$ cat config.mk
export PLATFORM = sky130hd
export DESIGN_NAME = iso_gate_hs
export DESIGN_NICKNAME = d
export VERILOG_FILES = /design/src/rtl/iso_gate_pkg.sv /design/src/rtl/iso_gate_match.sv /design/src/rtl/iso_gate_ack_delay.sv /design/src/rtl/iso_gate_hs.sv
export SDC_FILE = /design/constraint.sdc
export NUM_CORES = 1
export LEC_CHECK = 0
export CAP_MARGIN = 40
export CORE_MARGIN = 8
export CORE_UTILIZATION = 50
export DETAILED_ROUTE_END_ITERATION = 6
export GPL_TIMING_DRIVEN = 0
export PLACE_DENSITY = 0.78
export RECOVER_POWER = 100
export SLEW_MARGIN = 15
export SYNTH_ARGS = -nofsm -noshare
export SYNTH_HDL_FRONTEND = slang
export SYNTH_HIERARCHICAL = 1
export SYNTH_SLANG_ARGS = --single-unit
$ cat constraint.sdc
create_clock -name clk -period 3.8 [get_ports clk]
set_input_delay 0.57 -clock clk [delete_from_list [all_inputs] [get_ports clk]]
set_output_delay 0.57 -clock clk [all_outputs]
set_load 0.02 [all_outputs]
$ cat src/rtl/iso_gate_pkg.sv
package iso_gate_pkg;

    typedef enum logic [1:0] {
        ST_SEEK = 2'd0,
        ST_FIRE = 2'd1,
        ST_HOLD = 2'd2
    } gate_state_e;

    localparam int CODE_LEN = 7;
    localparam int STEP_W   = 3;
    localparam int VAL_W    = 3;

    // Unlock code value expected at each step index
    function automatic logic [VAL_W-1:0] code_at(input logic [STEP_W-1:0] idx);
        logic [VAL_W-1:0] v;
        unique case (idx)
            3'd0:    v = 3'd0;
            3'd1:    v = 3'd1;
            3'd2:    v = 3'd3;
            3'd3:    v = 3'd7;
            3'd4:    v = 3'd5;
            3'd5:    v = 3'd1;
            3'd6:    v = 3'd0;
            default: v = 3'd0;
        endcase
        return v;
    endfunction

endpackage

$ cat src/rtl/iso_gate_match.sv
module iso_gate_match
    import iso_gate_pkg::*;
(
    input  logic [STEP_W-1:0] step,
    input  logic [VAL_W-1:0]  val,
    output logic              hit,
    output logic              restart,
    output logic              last
);

    logic [VAL_W-1:0] expect_v;

    always_comb begin
        expect_v = code_at(step);
        hit      = (val == expect_v);
        // A mismatching 0 is taken as the first step of a new attempt
        restart  = !hit && (val == code_at('0));
        last     = hit && (step == STEP_W'(CODE_LEN - 1));
    end

endmodule

$ cat src/rtl/iso_gate_ack_delay.sv
module iso_gate_ack_delay #(
    parameter int STAGES = 2
) (
    input  logic clk,
    input  logic rst_n,
    input  logic d,
    output logic q
);

    generate
        if (STAGES == 0) begin : g_pass
            assign q = d;
        end else begin : g_pipe
            logic [STAGES-1:0] sr;
            for (genvar g = 0; g < STAGES; g++) begin : g_stage
                if (g == 0) begin : g_head
                    always_ff @(posedge clk or negedge rst_n) begin
                        if (!rst_n) sr[0] <= 1'b0;
                        else        sr[0] <= d;
                    end
                end else begin : g_body
                    always_ff @(posedge clk or negedge rst_n) begin
                        if (!rst_n) sr[g] <= 1'b0;
                        else        sr[g] <= sr[g-1];
                    end
                end
            end
            assign q = sr[STAGES-1];
        end
    endgenerate

endmodule

$ cat src/rtl/iso_gate_hs.sv
module iso_gate_hs
    import iso_gate_pkg::*;
#(
    parameter int DATA_W    = 8,
    parameter int ACK_DELAY = 3,
    parameter int EN_CYCLES = 50000
) (
    input  logic              clk,
    input  logic              rst_n,
    input  logic              wr_en,
    input  logic [DATA_W-1:0] wr_data,
    output logic              ack,
    output logic              iso_en,
    output logic              xfer_stb
);

    localparam int CNT_W    = $clog2(EN_CYCLES + 1);
    localparam int XTRA_STG = (ACK_DELAY > 0) ? ACK_DELAY - 1 : 0;

    gate_state_e        state, state_n;
    logic [STEP_W-1:0]  step, step_n;
    logic [CNT_W-1:0]   cnt, cnt_n;
    logic               ack_tgt, ack_tgt_n;

    logic hit, restart, last;

    iso_gate_match u_match (
        .step    (step),
        .val     (wr_data[VAL_W-1:0]),
        .hit     (hit),
        .restart (restart),
        .last    (last)
    );

    iso_gate_ack_delay #(.STAGES(XTRA_STG)) u_ack_dly (
        .clk   (clk),
        .rst_n (rst_n),
        .d     (ack_tgt),
        .q     (ack)
    );

    // State register
    always_ff @(posedge clk or negedge rst_n) begin
        if (!rst_n) begin
            state   <= ST_SEEK;
            step    <= '0;
            cnt     <= '0;
            ack_tgt <= 1'b0;
        end else begin
            state   <= state_n;
            step    <= step_n;
            cnt     <= cnt_n;
            ack_tgt <= ack_tgt_n;
        end
    end

    // Next-state logic
    always_comb begin
        state_n   = state;
        step_n    = step;
        cnt_n     = cnt;
        ack_tgt_n = ack_tgt;
        unique case (state)
            ST_SEEK: begin
                if (wr_en) begin
                    if (hit) begin
                        ack_tgt_n = step[0];
                        if (last) begin
                            state_n = ST_FIRE;
                            step_n  = '0;
                            cnt_n   = CNT_W'(EN_CYCLES - 1);
                        end else begin
                            step_n  = step + 1'b1;
                        end
                    end else if (restart) begin
                        ack_tgt_n = 1'b0;
                        step_n    = STEP_W'(1);
                    end else begin
                        step_n    = '0;
                    end
                end
            end
            ST_FIRE, ST_HOLD: begin
                if (cnt == '0) begin
                    state_n = ST_SEEK;
                    step_n  = '0;
                end else begin
                    state_n = ST_HOLD;
                    cnt_n   = cnt - 1'b1;
                end
            end
            default: state_n = ST_SEEK;
        endcase
    end

    // Outputs
    always_comb begin
        iso_en   = (state == ST_FIRE) || (state == ST_HOLD);
        xfer_stb = (state == ST_FIRE);
    end

endmodule

Yosys cells after proc, flatten, opt, wreduce, memory -nomap -nowiden. Cells that the tools add are included.

$add $sub $neg: 2. Equal/unequal tests: 14. Multiplexer cells: 19. Reductions and logical operators: 15.

Operators with widths (count): $mux W16 (4); $pmux W16 S2 (1); $logic_not A16 Y1 (1); $sub A16 B1 Y16 const B (1); $mux W3 (4); $pmux W3 S4 (1); $ne A2 B2 Y1 const B (5); $eq A3 B3 Y1 const B (3); $reduce_and A3 Y1 (3); $mux W2 (4); $eq A3 B2 Y1 const B (2); $pmux W3 S2 (1); $reduce_and A5 Y1 (1); $pmux W2 S2 (1); $reduce_bool A2 Y1 (2); $reduce_or A2 Y1 (2); $add A3 B1 Y3 const B (1); $eq A3 B1 Y1 const B (1); $eq A3 B3 Y1 (1); $logic_not A3 Y1 (1); $mux W1 (3); $eq A2 B1 Y1 const B (1); $eq A2 B2 Y1 const B (1); $logic_and A1 B1 Y1 (2); other kinds (3) (3).

Flip-flop bits (word level): 24. Input port bits: 11. Output and inout port bits: 3.

Logic depth before layout (Yosys ltp).
Word-level depth: 10. Gate-level depth with buffers: 8. Mapped depth without buffers: 8.

Modules after synthesis. Netlist, hierarchy kept.

Modules (own cells, without submodules): iso_gate_hs (instances 1, cells each 134, area each 1261.2 um2, seq. area each 550.5 um2); iso_gate_match (instances 1, cells each 13, area each 86.3 um2, seq. area each 0.0 um2); iso_gate_ack_delay (instances 1, cells each 2, area each 50.0 um2, seq. area each 50.0 um2).

Worst setup path after synthesis. Ideal clock, no wire load.

Path type: in2reg. Start: input wr_data[0]. End: register cnt[15]. Setup time: 73 ps. Arrival: 2223 ps. Required time: 3727 ps. Setup slack: 1504 ps. Cell stages on the path: 7. Cell sequence: nor3_1 nor3b_1 nand4_1 a21oi_2 nand3_1 or3_1 nand3_1.

Word-level cells in the longest chain between the ends: 4.

Ends and longest elaborated chain: from (decl) (RTL line iso_gate_hs.sv:11) `input logic [DATA_W-1:0] wr_data,`; $eq A3 B3 Y1 (RTL line iso_gate_match.sv:15) `hit = (val == expect_v);`; $logic_and A1 B1 Y1 (RTL line iso_gate_match.sv:18) `last = hit && (step == STEP_W'(CODE_LEN - 1));`; named net last (RTL line iso_gate_hs.sv:25) `logic hit, restart, last;`; $ne A2 B2 Y1 (no line); $reduce_and A5 Y1 (no line); to (signal assigned) (RTL line iso_gate_hs.sv:52) `cnt <= cnt_n;`; to (decl) (RTL line iso_gate_hs.sv:22) `logic [CNT_W-1:0] cnt, cnt_n;`.

The timed path passes the listed nets, and every way through them passes these cells. A chain may end at the register's enable or synchronous reset.

Worst setup path after layout.
Start: input wr_data[1]. End: register cnt[15].

The elaborated chain is that of the path after synthesis.

==> qor.txt <==
Status - completed
Post-DP HPWL - 2110 µm
Final setup violation count - 0
Slowest-stage cell, CP - dlygate4sd3_1
Die H - 68.9 µm
Root Buffer - clkbuf_4
Antenna Cells - 0
RD Place Congestion - 0.858
FILL cells - 246
Most used DFF post-synth - dfrtp_1
Synthesized area - 1400 µm²
VDD IR max - 0.000476 V
Reg2reg setup slack - 1.27 ns
Core region area - 2710 µm²
Initial core utilization - 0.516
Clock sinks - 24
DRT Pass-1 Iters - 4
Final min period - 3.07 ns
Clock Power Share - 0.157
TritonCTS clock tree - done
Syn_nets - 166
Area share of the largest cell type after synthesis - 0.430
Unrepaired setup endpoints after global routing - false
#FFs+latches synth - 24
Routed length on met3 - 149 µm
Resized Gates After CTS - 0
Ys async rst share - 1.00
EDFF count, synth - 0
Io pins - 14
Area leader, netlist - dfrtp_1
Final Cycle Share - 0.807
Reg2Reg Depth - 8
Switching pwr - 0.487 mW
Avg Cell Area, Syn - 9.38 µm²
MaxCap Viol Count - 0
Seq pwr share - 0.394
CP max stage delay - 0.60 ns
H-tree lvl count - 1
Uppermost routed layer - met4
Hold WC Path Type - flop to flop
Switch share - 0.412
M1 WL - 1300 µm
CP Capture Type - flop
Synth top area cells - dfrtp_1 (43%), xor2_1 (7.5%), ha_1 (5.4%), nor2_1 (4.3%), nand2_1 (3.8%)
Power Density - 755 nW/µm²
Detailed Route Iter0 Violations - 53
Req. time, crit path - 4.05 ns
Largest net degree at the start of global routing - 15
Worst reg2reg endpoint - cnt[15]
P&R area growth vs syn - 12.0%
Final-report hold violation count - 0
CTS Hold Bufs - 0
Pins Over Slew Limit - 0
CP top delay family - simple AND/OR/NAND/NOR gates
Share of cells above drive strength 1 - 0.0556
Worst hold margin - 0.368 ns
WL/cell - 14.8 µm
TritonCTS buffer count - 3
Final net count - 180
Clock-pin slew on the worst setup and hold paths - 0.12 ns
Fmax - 0.326 GHz
Met2 wire length - 1360 µm
Slew margin rel. - 0.510
YS warnings - 6
Buf/Inv on CP - 1
First-pass GRT wire length - 4900 µm
CP max FO - 6
Vias per cell - 6.04
Most used cell, CP - nand3_1
Initial antenna violation count - 0
Critical Path Start - wr_data[1]
PortBufs - 8
Worst Skew - 0.0125 ns
Comb power frac - 0.449
Setup Fix Bufs, Post-CTS - 0
# rows - 19
Arr. time, crit path - 3.32 ns
Gate Count Post-Synth - 149
Overall global routing resource usage - 0.135
Sequential share of the synthesized area - 0.430
Routed WL - 2850 µm
Cell internal pwr - 0.696 mW
# DRC - 0
Crit-path cells - dlygate4sd3_1, nor3_1, nor3b_1, nand4_1, a21oi_1, nand3_1, or3_1, nand3_1
Leakage power - 0.701 nW
Die outline width - 68.9 µm
Fin Setup TNS - 0 ns
Critical path class - primary input to flop
CTS max path bufs - 2
Total global routing overflow - 0
Slew at the pin closest to its max-slew limit - 0.735 ns
Cell depth of the worst setup path - 8
Reg-to-reg critical path startpoint - step[0]
Post-DRT Antenna Nets - 0
Clk_lat worst skew - 0.32 ns
Startpoint Class - primary input
Yosys cell types - 39
Top cells by count, synth - dfrtp_1 (24), nor2_1 (16), nand2_1 (14)
Area of the die - 4740 µm²
Vias in the first global route - 1099
DR vias - 1166
Most frequent cell after synthesis - dfrtp_1
Crit path to - cnt[15]
-- per-stage QoR --
stage | cell area (µm²) | total power [mW] | instances | util | setup WS [ns]
global placement | 1520 | 0.989 | 188 | 0.560 | 0.762
finish | 1570 | 1.18 | 193 | 0.578 | 0.733
CTS | 1580 | 1.21 | 193 | 0.584 | 1.03
floorplan | 1400 | 0.864 | 149 | - | 1.50
detailed placement | 1530 | 1.02 | 189 | 0.565 | 0.724
global route | 1570 | 1.28 | 193 | 0.578 | 0.420
-- layout by cell type (no fill, tap or decap), drive strengths merged, types with 2 or more instances in the layout --
cell,count
nor3,5
nor3b,2
mux2i,3
or4,2
nand2,14
a32o,2
xor2,12
dlygate4sd3,5
nand3,9
clkbuf,5
a21oi,4
o21ai,8
or3,2
nor4b,2
nor2,16
and3,3
clkdlybuf4s50,3
nor2b,2
ha,6
nand4,5
inv,8
nand4b,4
dfrtp,24
nor4,2
-- power by group through the flow --
stage	Clock (mW)	Combinational (mW)	Sequential, mW
global placement	0	0.526	0.463
detailed placement	0	0.546	0.471
finish	0.185	0.531	0.466
CTS	0.188	0.553	0.465
floorplan	0	0.418	0.446
global route	0.198	0.598	0.480
-- per-layer routing --
layer / track usage / vias to the layer above
met1: 0.174 / 565
met5: 0 / -
met3: 0.0226 / 5
met2: 0.219 / 37
li1: - / 559
met4: 0.0576 / 0
-- flip-flops by register name, summed over array words and instances, names as in the netlist --
name                 flops
state                    2
cnt                     16
u_ack_dly/q              1
ack_tgt                  1
u_ack_dly/g_pipe.sr      1
step                     3
-- worst min-delay path by stage --
stage / startpoint / endpoint / cells past startpoint
2_1_floorplan: rst_n / ack_tgt / 0
3_3_place_gp: u_ack_dly/g_pipe.sr[0] / u_ack_dly/q / 0
3_5_place_dp: u_ack_dly/g_pipe.sr[0] / u_ack_dly/q / 0
4_1_cts: u_ack_dly/g_pipe.sr[0] / u_ack_dly/q / 0
5_1_grt: u_ack_dly/g_pipe.sr[0] / u_ack_dly/q / 0
6_report: u_ack_dly/g_pipe.sr[0] / u_ack_dly/q / 0
-- kinds of logic (layout without fill, tap and decap cells) --
logic type               Yosys count  count (layout)  synth area share
AND/OR/NAND/NOR                   73              73             0.284
multiplexers                       4               4            0.0295
flip-flops                        24              24             0.430
AO/OA/AOI/OAI                     21              21             0.104
adder cells (fa/ha/maj)            6               6            0.0537
XOR/XNOR                          12              12            0.0752
buffers and inverters              9              22            0.0242
-- area by class of cell --
type                       instances  area [µm²]  share of cell area
timing repair buffer               9        83.8              0.0536
inverter                           8        30.0              0.0192
multi-input combinational        116         756               0.483
sequential                        24         601               0.384
clock inverter                     1        30.0              0.0192
clock buffer                       3        22.5              0.0144
tap                               31        38.8              0.0248
buffer                             1        3.75             0.00240
Note: power is estimated with default switching activity, not from simulation.
